===== src/rtl/irq_pkg.sv =====
package irq_pkg;
    localparam int unsigned DATA_W  = 8;
    localparam int unsigned NSRC    = 3;
    localparam int unsigned SRC_RB  = 0;
    localparam int unsigned SRC_EXT = 1;
    localparam int unsigned SRC_TMR = 2;
    localparam int unsigned EN_OFS  = 3;
    localparam int unsigned GIE_BIT = 7;

    typedef enum logic [1:0] {
        REG_CTRL = 2'd0,
        REG_MASK = 2'd1,
        REG_CFG  = 2'd2,
        REG_PORT = 2'd3
    } reg_sel_e;
endpackage


===== src/rtl/irq_sync.sv =====
module irq_sync #(
    parameter int unsigned W      = 9,
    parameter int unsigned STAGES = 2
) (
    input  logic         clk,
    input  logic         rst_n,
    input  logic [W-1:0] async_in,
    output logic [W-1:0] sync_out
);
    logic [STAGES-1:0][W-1:0] stage_d, stage_q;

    always_comb begin
        stage_d[0] = async_in;
        for (int s = 1; s < STAGES; s++) begin
            stage_d[s] = stage_q[s-1];
        end
    end

    always_ff @(posedge clk or negedge rst_n) begin
        if (!rst_n) stage_q <= '0;
        else        stage_q <= stage_d;
    end

    assign sync_out = stage_q[STAGES-1];
endmodule


===== src/rtl/irq_edge_det.sv =====
module irq_edge_det (
    input  logic clk,
    input  logic rst_n,
    input  logic level,
    input  logic rise_sel,
    output logic hit
);
    logic prev_d, prev_q;

    always_comb begin
        prev_d = level;
        hit    = rise_sel ? (level & ~prev_q) : (~level & prev_q);
    end

    always_ff @(posedge clk or negedge rst_n) begin
        if (!rst_n) prev_q <= 1'b0;
        else        prev_q <= prev_d;
    end

    AST_EDGE_NEEDS_CHANGE: assert property (@(posedge clk) disable iff (!rst_n)
        hit |-> (level != prev_q)) else $error("edge without change");
endmodule


===== src/rtl/irq_port_chg.sv =====
module irq_port_chg #(
    parameter int unsigned W = 8
) (
    input  logic         clk,
    input  logic         rst_n,
    input  logic [W-1:0] port_s,
    input  logic [W-1:0] pin_mask,
    input  logic         refresh,
    output logic         hit
);
    logic [W-1:0] copy_d, copy_q;

    always_comb begin
        copy_d = refresh ? port_s : copy_q;
        hit    = |((port_s ^ copy_q) & pin_mask);
    end

    always_ff @(posedge clk or negedge rst_n) begin
        if (!rst_n) copy_q <= '0;
        else        copy_q <= copy_d;
    end

    AST_COPY_HELD: assert property (@(posedge clk) disable iff (!rst_n)
        !refresh |=> $stable(copy_q)) else $error("copy moved without read");
endmodule


===== src/rtl/irq_ctrl.sv =====
module irq_ctrl
    import irq_pkg::*;
#(
    parameter int unsigned PORT_W      = 8,
    parameter int unsigned PC_W        = 13,
    parameter int unsigned VECTOR      = 4,
    parameter int unsigned SYNC_STAGES = 2,
    parameter bit          POL_RESET   = 1'b1
) (
    input  logic              clk,
    input  logic              rst_n,
    input  logic [1:0]        bus_addr,
    input  logic              bus_wr,
    input  logic              bus_rd,
    input  logic [DATA_W-1:0] bus_wdata,
    output logic [DATA_W-1:0] bus_rdata,
    input  logic              ext_pin,
    input  logic [PORT_W-1:0] port_in,
    input  logic              tmr_ovf,
    input  logic              irq_take,
    input  logic              irq_return,
    output logic              irq_req,
    output logic              wake,
    output logic [PC_W-1:0]   vec_addr
);
    localparam int unsigned SYNC_W = PORT_W + 1;

    typedef struct packed {
        logic              gie;
        logic [NSRC-1:0]   en;
        logic [NSRC-1:0]   flag;
        logic [PORT_W-1:0] mask;
        logic              pol;
    } state_t;

    state_t st_d, st_q;

    logic [SYNC_W-1:0] pins_s;
    logic [PORT_W-1:0] port_s;
    logic              ext_s;
    logic              ext_hit, port_hit;
    logic [NSRC-1:0]   hw_set;
    logic              ctrl_wr, mask_wr, cfg_wr, port_rd;
    logic              pending;

    irq_sync #(.W(SYNC_W), .STAGES(SYNC_STAGES)) sync_i (
        .clk      (clk),
        .rst_n    (rst_n),
        .async_in ({ext_pin, port_in}),
        .sync_out (pins_s)
    );

    assign port_s = pins_s[PORT_W-1:0];
    assign ext_s  = pins_s[PORT_W];

    irq_edge_det edge_i (
        .clk      (clk),
        .rst_n    (rst_n),
        .level    (ext_s),
        .rise_sel (st_q.pol),
        .hit      (ext_hit)
    );

    irq_port_chg #(.W(PORT_W)) chg_i (
        .clk      (clk),
        .rst_n    (rst_n),
        .port_s   (port_s),
        .pin_mask (st_q.mask),
        .refresh  (port_rd),
        .hit      (port_hit)
    );

    always_comb begin
        ctrl_wr = bus_wr && (bus_addr == REG_CTRL);
        mask_wr = bus_wr && (bus_addr == REG_MASK);
        cfg_wr  = bus_wr && (bus_addr == REG_CFG);
        port_rd = bus_rd && (bus_addr == REG_PORT);

        hw_set          = '0;
        hw_set[SRC_RB]  = port_hit;
        hw_set[SRC_EXT] = ext_hit;
        hw_set[SRC_TMR] = tmr_ovf;

        st_d = st_q;
        if (ctrl_wr) begin
            st_d.flag = bus_wdata[NSRC-1:0];
            st_d.en   = bus_wdata[EN_OFS +: NSRC];
            st_d.gie  = bus_wdata[GIE_BIT];
        end
        st_d.flag = st_d.flag | hw_set;
        if (irq_return && !ctrl_wr) st_d.gie = 1'b1;
        if (irq_take)               st_d.gie = 1'b0;
        if (mask_wr) st_d.mask = bus_wdata[PORT_W-1:0];
        if (cfg_wr)  st_d.pol  = bus_wdata[0];
    end

    always_ff @(posedge clk or negedge rst_n) begin
        if (!rst_n) begin
            st_q     <= '0;
            st_q.pol <= POL_RESET;
        end else begin
            st_q <= st_d;
        end
    end

    always_comb begin
        bus_rdata = '0;
        unique case (reg_sel_e'(bus_addr))
            REG_CTRL: begin
                bus_rdata[NSRC-1:0]       = st_q.flag;
                bus_rdata[EN_OFS +: NSRC] = st_q.en;
                bus_rdata[GIE_BIT]        = st_q.gie;
            end
            REG_MASK: bus_rdata[PORT_W-1:0] = st_q.mask;
            REG_CFG:  bus_rdata[0]          = st_q.pol;
            REG_PORT: bus_rdata[PORT_W-1:0] = port_s;
            default:  bus_rdata = '0;
        endcase
    end

    assign pending  = |(st_q.flag & st_q.en);
    assign wake     = pending;
    assign irq_req  = st_q.gie & pending;
    assign vec_addr = PC_W'(VECTOR);

    AST_FLAG_STICKY: assert property (@(posedge clk) disable iff (!rst_n)
        !ctrl_wr |=> ((st_q.flag & $past(st_q.flag)) == $past(st_q.flag)))
        else $error("flag dropped");
    AST_TMR_SETS: assert property (@(posedge clk) disable iff (!rst_n)
        tmr_ovf |=> st_q.flag[SRC_TMR]) else $error("timer flag missed");
    AST_EXT_SETS: assert property (@(posedge clk) disable iff (!rst_n)
        ext_hit |=> st_q.flag[SRC_EXT]) else $error("pin flag missed");
    AST_PORT_SETS: assert property (@(posedge clk) disable iff (!rst_n)
        port_hit |=> st_q.flag[SRC_RB]) else $error("port flag missed");
    AST_REQ_WAKE: assert property (@(posedge clk) disable iff (!rst_n)
        irq_req |-> wake) else $error("request without wake");
    AST_TAKE_CLEARS: assert property (@(posedge clk) disable iff (!rst_n)
        irq_take |=> !st_q.gie) else $error("take kept gie");
    AST_RET_SETS: assert property (@(posedge clk) disable iff (!rst_n)
        (irq_return && !irq_take && !ctrl_wr) |=> st_q.gie) else $error("return missed");
endmodule


===== config.mk =====
export PLATFORM = sky130hd
export DESIGN_NAME = irq_ctrl
export DESIGN_NICKNAME = d
export VERILOG_FILES = /design/src/rtl/irq_pkg.sv /design/src/rtl/irq_sync.sv /design/src/rtl/irq_edge_det.sv /design/src/rtl/irq_port_chg.sv /design/src/rtl/irq_ctrl.sv
export SDC_FILE = /design/constraint.sdc
export NUM_CORES = 1
export LEC_CHECK = 0
export ABC_AREA = 1
export BUFFER_PORTS_ARGS = -buffer_cell sky130_fd_sc_hd__buf_2
export CORE_ASPECT_RATIO = 1.75
export CORE_MARGIN = 8
export CORE_UTILIZATION = 25
export CTS_CLUSTER_SIZE = 8
export DETAILED_ROUTE_END_ITERATION = 10
export PLACE_DENSITY = 0.47
export SYNTH_ARGS = -nofsm -noshare
export SYNTH_HDL_FRONTEND = slang
export SYNTH_SLANG_ARGS = --single-unit

===== constraint.sdc =====
create_clock -name clk -period 1.75 [get_ports clk]
set_input_delay 0.175 -clock clk [delete_from_list [all_inputs] [get_ports clk]]
set_output_delay 0.175 -clock clk [all_outputs]
set_load 0.02 [all_outputs]

After elaboration in Yosys (flattened, before gate mapping)
Index checks and enable logic that the tools add are counted.
{ "word_totals": {"wordCells": 39, "inputBits": 26, "ff_bits": 43} }
{ "op_classes": {"eq_ne": 3, "bitwise": 9, "reduce_logical": 10, "n_mux": 8} }
{ "op_table": {"columns": ["cell", "count"], "rows": [
  ["case mux 5 bit (3 select lines)", 1],
  ["bitwise AND 8 bit", 1],
  ["OR reduction 8 bit", 1],
  ["bitwise XOR 8 bit", 1],
  ["two-way mux 7 bit", 1],
  ["logical AND 1 bit", 5],
  ["equality test 2 bit, second input constant", 2],
  ["case mux 1 bit (4 select lines)", 1],
  ["bitwise AND 1 bit", 3],
  ["bitwise AND 3 bit", 1],
  ["two-way mux 1 bit", 3],
  ["bitwise OR 3 bit", 1],
  ["case mux 1 bit (3 select lines)", 1],
  ["nonzero test 3 bit", 1],
  ["OR reduction 3 bit", 1],
  ["equality test 2 x 1 -> 1 bit, second input constant", 1],
  ["logical NOT 2 bit", 1],
  ["inverter 1 bit", 2],
  ["case mux 1 bit (2 select lines)", 1],
  ["logical NOT 1 bit", 1]
]} }

Logic depth before layout (Yosys ltp)
{ "depth": {"depth_word": 6, "mapped_depth": 6, "depth_no_buf": 6} }

By module
Synthesis repeated with hierarchy kept, for this count alone.
{ "unflattened": {"hier_cells": 236, "hier_area_um2": 1951.9} }
{ "modules_own_cells": {"columns": ["module", "n_inst", "area_per_inst_um2", "cells_each", "seq_area_each_um2"], "rows": [
  ["irq_ctrl", 1, 983.4, 139, 401.6],
  ["irq_port_chg", 1, 467.9, 72, 200.2],
  ["irq_sync", 1, 450.4, 18, 450.4],
  ["irq_edge_det", 1, 50.0, 7, 25.0]
]} }

Worst setup path before layout
OpenSTA, ideal clock, no wires.
{ "synth_timing": {"path_kind": "register to output", "startpoint": "reg st_q[10] (netlist name)", "endpoint": "out irq_req", "stages_incl_launch_ff": 5, "arrival_time_ns": 0.845, "required_ns": 1.575, "path_slack_ns": 0.730, "cell_sequence": "dfrtp_1 nand2_1 nand3_1 nand2_1 inv_1"} }
{ "synth_via": {"elab_chain_len": 3} }
{ "synth_lines": {"columns": ["item", "line_no", "text"], "rows": [
  ["start, declared", "irq_ctrl.sv:36", "state_t st_d, st_q;"],
  ["start signal, assigned", "irq_ctrl.sv:102", "st_q <= st_d;"],
  ["bitwise AND 3 bit", "irq_ctrl.sv:121", "assign pending = |(st_q.flag & st_q.en);"],
  ["OR reduction 3 bit", "irq_ctrl.sv:121", null],
  ["named net wake", "irq_ctrl.sv:23", "output logic wake,"],
  ["bitwise AND 1 bit", "irq_ctrl.sv:123", "assign irq_req = st_q.gie & pending;"],
  ["end, declared", "irq_ctrl.sv:22", "output logic irq_req,"]
]} }
The timed path passes the listed nets, and every way through them passes these cells.

Worst setup path in the final report
{ "layout_timing": {"startpoint": "reg st_q[0] (netlist name)", "endpoint": "out bus_rdata[0]"} }
{ "layout_via": {"elab_chain_len": 1} }
{ "layout_lines": {"columns": ["item", "line_no", "text"], "rows": [
  ["case mux 1 bit (4 select lines)", "irq_ctrl.sv:108", "unique case (reg_sel_e'(bus_addr))"],
  ["end, declared", "irq_ctrl.sv:16", "output logic [DATA_W-1:0] bus_rdata,"]
]} }
No other way between the ends.

==> flow_summary.html <==
<table>
<tr><th>Metric</th><th>Value</th></tr>
<tr><th colspan="2">Run status</th></tr>
<tr><td>Result of the run</td><td>completed</td></tr>
<tr><th colspan="2">Clock tree</th></tr>
<tr><td>Clock sinks</td><td>43</td></tr>
<tr><td>Number of buffers created by CTS</td><td>5</td></tr>
<tr><td>CTS resizes</td><td>0</td></tr>
<tr><td>Clock slew seen by the registers of the worst setup and hold paths</td><td>0.06 ns</td></tr>
<tr><td>Hold bufs inserted after CTS</td><td>10</td></tr>
<tr><td>Buffer count from post-CTS setup fixing</td><td>0</td></tr>
<tr><td>Insertion delay of the later-clocked pin in the worst-skew pair</td><td>0.28 ns</td></tr>
<tr><td>Clock root buffer</td><td>clkbuf_16</td></tr>
<tr><td>CTS max path bufs</td><td>2</td></tr>
<tr><td>H-tree levels</td><td>2</td></tr>
<tr><td>Clock tree from TritonCTS</td><td>done</td></tr>
<tr><th colspan="2">Pwr</th></tr>
<tr><td>Peak supply drop</td><td>414 uV</td></tr>
<tr><td>LEAKAGE</td><td>0.00121 uW</td></tr>
<tr><td>Internal power of the cells</td><td>1810 uW</td></tr>
<tr><td>Combinational cell fraction of total power</td><td>16.5%</td></tr>
<tr><td>P per Cell Area</td><td>1050 mW/mm^2</td></tr>
<tr><td>Sw Share</td><td>27.3%</td></tr>
<tr><td>Power dissipated by switching net loads</td><td>682 uW</td></tr>
<tr><td>Clock power frac</td><td>36.4%</td></tr>
<tr><td>Share of power burned in registers</td><td>47.1%</td></tr>
<tr><th colspan="2">STA</th></tr>
<tr><td>Max-slew violations</td><td>0</td></tr>
<tr><td>Final critical-path required period</td><td>1.41 ns</td></tr>
<tr><td>Worst relative slew slack</td><td>63.5%</td></tr>
<tr><td>Share of the clock period used by the worst path</td><td>80.7%</td></tr>
<tr><td>Final number of hold-violating endpoints</td><td>0</td></tr>
<tr><td>Upper clock frequency limit</td><td>708 MHz</td></tr>
<tr><td>Final-layout setup total negative slack</td><td>0 ns</td></tr>
<tr><td>Unrepaired setup endpoints after global routing</td><td>no</td></tr>
<tr><td>Final setup skew</td><td>0.00431 ns</td></tr>
<tr><td>Slew at the pin closest to its max-slew limit</td><td>0.548 ns</td></tr>
<tr><td>Setup Viol. Count Final</td><td>0</td></tr>
<tr><th colspan="2">Cells and area</th></tr>
<tr><td>Net count reported at finish</td><td>285</td></tr>
<tr><td>Final standard cell count with taps included and fillers excluded</td><td>347</td></tr>
<tr><td>Finished layout cell area</td><td>0.00238 sq mm</td></tr>
<tr><td>FF+latch area</td><td>0.00108 sq mm</td></tr>
<tr><td>Multi-input logic area</td><td>668 sq um</td></tr>
<tr><td>Count of fill cells added during filler insertion</td><td>813</td></tr>
<tr><td>Proportion of layout cells with a drive suffix above 1</td><td>23.6%</td></tr>
<tr><td>Area growth from synthesis to layout</td><td>23.5%</td></tr>
<tr><td>Number of antenna cells inserted</td><td>0</td></tr>
<tr><th colspan="2">Routing</th></tr>
<tr><td>Detailed-route wire length per cell</td><td>13.2 um</td></tr>
<tr><td>WL met1</td><td>1.68 mm</td></tr>
<tr><td>Remaining antenna violation count</td><td>0</td></tr>
<tr><td>Via-per-instance ratio</td><td>4.10</td></tr>
<tr><td>Routed met3 length</td><td>274 um</td></tr>
<tr><td>DRC violation count after routing</td><td>0</td></tr>
<tr><td>Vias post-DR</td><td>1422</td></tr>
<tr><td>Length of routed met2 wiring</td><td>2.49 mm</td></tr>
<tr><td>Initial DRT Pass Iterations</td><td>4</td></tr>
<tr><td>Top layer in use</td><td>met4</td></tr>
<tr><td>Total length of routed wires</td><td>4.57 mm</td></tr>
<tr><td>Detailed router's first-iteration violation count</td><td>80</td></tr>
<tr><th colspan="2">Die</th></tr>
<tr><td># rows</td><td>42</td></tr>
<tr><td>Die area</td><td>0.0109 sq mm</td></tr>
<tr><td>Area inside the core boundary</td><td>0.00751 sq mm</td></tr>
<tr><td>Effective utilization at floorplan</td><td>25.6%</td></tr>
<tr><td>Vertical die dimension</td><td>132 um</td></tr>
<tr><td>Die extent in x</td><td>82.3 um</td></tr>
<tr><td>Count of pins on the block boundary</td><td>49</td></tr>
<tr><th colspan="2">Logic synthesis</th></tr>
<tr><td>Cells after Synth</td><td>212</td></tr>
<tr><td>Synth Area per Inst</td><td>9.08 sq um</td></tr>
<tr><td>Sequential cell area fraction in the yosys report</td><td>56.0%</td></tr>
<tr><td>Post-synth cell types</td><td>22</td></tr>
<tr><td>Yosys Warn Count</td><td>0</td></tr>
<tr><td>Number of register bits inferred by synthesis</td><td>43</td></tr>
<tr><td>Netlist area before placement</td><td>0.00192 sq mm</td></tr>
<tr><th colspan="2">Placed design</th></tr>
<tr><td>Detail Placement HPWL</td><td>3.52 mm</td></tr>
<tr><td>Port buffer count</td><td>35</td></tr>
<tr><td>Cell area reported after detailed placement</td><td>0.00213 sq mm</td></tr>
<tr><td>Placer's final routability congestion estimate</td><td>0.756</td></tr>
<tr><td>Post-placement cell count</td><td>330</td></tr>
<tr><th colspan="2">Setup path</th></tr>
<tr><td>Worst-path maximum fanout</td><td>3</td></tr>
<tr><td>Setup CP Type</td><td>reg -&gt; out</td></tr>
<tr><td>Data required time of the critical path</td><td>1.57 ns</td></tr>
<tr><td>WP data arrival</td><td>1.24 ns</td></tr>
<tr><td>Critical path endpoint category</td><td>output port</td></tr>
<tr><td>Element type at the critical path start</td><td>flop</td></tr>
<tr><th colspan="2">Worst hold path</th></tr>
<tr><td>Path class of the lowest-slack min-delay path</td><td>in -&gt; reg</td></tr>
<tr><th colspan="2">GRT</th></tr>
<tr><td>Via count of the first global-routing pass</td><td>1527</td></tr>
<tr><td>GRT Util Overall</td><td>9.16%</td></tr>
<tr><td>Overflow left after global routing</td><td>0</td></tr>
<tr><td>Global-route wire length before repair</td><td>7.46 mm</td></tr>
<tr><td>Antenna violations before repair</td><td>0</td></tr>
<tr><td>Largest net degree at the start of global routing</td><td>44</td></tr>
<tr><th colspan="2">Flow run</th></tr>
<tr><td>Maxcap violations</td><td>0</td></tr>
</table>
placed cells by master (no fill, tap or decap), drive strengths merged:
cell / n
dlygate4sd3: 10
o2111ai: 2
nand3b: 1
nor2: 7
conb: 13
clkinv: 1
buf: 37
dfrtp: 42
o21ai: 17
clkbuf: 6
inv: 23
a211oi: 1
nand3: 18
o211ai: 6
dfstp: 1
nand2: 72
or2: 2
cell type report:
cell class                      instances  area share, %
Multi-Input combinational cell        139           28.1
Tap cell                               88           4.63
Clock inverter                          1          0.211
Clock buffer                            6           5.85
Inverter                               23           3.63
Sequential cell                        43           45.3
Timing Repair Buffer                   47           12.2
cells in the mapped netlist:
cell type / number / area, sq um
nand2_1: 71 / 267
dfrtp_1: 42 / 1050
inv_1: 22 / 82.6
nand3_1: 17 / 85.1
buf_4: 13 / 97.6
o21ai_1: 9 / 45.0
o21ai_2: 8 / 70.1
o211ai_1: 6 / 45.0
nor2_1: 5 / 18.8
buf_2: 2 / 10.0
buf_6: 2 / 22.5
conb_1: 2 / 7.51
nor2_4: 2 / 22.5
o2111ai_1: 2 / 17.5
or2_2: 2 / 12.5
a211oi_2: 1 / 12.5
clkbuf_1: 1 / 3.75
dfstp_2: 1 / 26.3
inv_2: 1 / 3.75
nand2_2: 1 / 6.26
nand3_2: 1 / 10.0
nand3b_1: 1 / 7.51
kinds of logic after synthesis:
group                  Yosys count  share of synthesized area (%)
AOI/OAI and AO/OA               26                           9.88
buffers and inverters           41                           11.4
DFF                             43                           56.0
other                            2                          0.390
and+or+nand+nor                100                           22.3
state kept, by name (all words and copies together), names as in the netlist:
register / flops
edge_i.prev_q: 1
st_q: 16
chg_i.copy_q: 8
sync_i.sync_out: 9
sync_i.stage_d: 9
power by group through the flow:
| stage | clock [uW] | combinational [uW] | sequential, uW |
|---|---|---|---|
| after floorplan | 0 | 296 | 1170 |
| after global placement | 0 | 401 | 1190 |
| after detailed placement | 0 | 407 | 1200 |
| after CTS | 944 | 425 | 1180 |
| after global routing | 976 | 471 | 1190 |
| final | 909 | 412 | 1180 |
path summary, 6_finish.rpt:
kind	slack (ns)	endpoint	depth (start not counted)	from
worst min register to register	0.35	sync_i.sync_out[2]	0	sync_i.stage_d[11]
worst max register to register	0.66	st_q[9]	5	sync_i.sync_out[2]
max in group asynchronous	0.87	st_q[0]	3	rst_n
worst min-delay path	0.08	st_q[15]	2	irq_take
worst max-delay path	0.34	bus_rdata[0]	3	st_q[0]
min in group asynchronous	0.49	sync_i.sync_out[2]	3	rst_n
metal layers:
| metal | track usage, % | up-vias |
|---|---|---|
| met1 | 8.99 | 653 |
| met2 | 15.8 | 32 |
| met5 | 0 | - |
| met3 | 2.80 | 6 |
| li1 | - | 731 |
| met4 | 5.60 | 0 |
worst max-delay path: stages (launching register included):
cell       delay (ns)
dfstp_2          0.54
nand3_1          0.08
o2111ai_1        0.13
buf_2            0.21
through the flow:
step / hold slack, ns / util, % / total power [uW] / setup WS, ns
finish: 0.0767 / 31.6 / 2500 / 0.337
global route: 0.0815 / 31.6 / 2640 / 0.266
CTS: 0.0756 / 31.6 / 2550 / 0.325
detailed placement: 0.284 / 28.4 / 1600 / 0.441
global placement: 0.282 / 28.4 / 1590 / 0.455
floorplan: -0.121 / - / 1470 / 0.730
No activity file was read; power rests on OpenSTA's default activity.
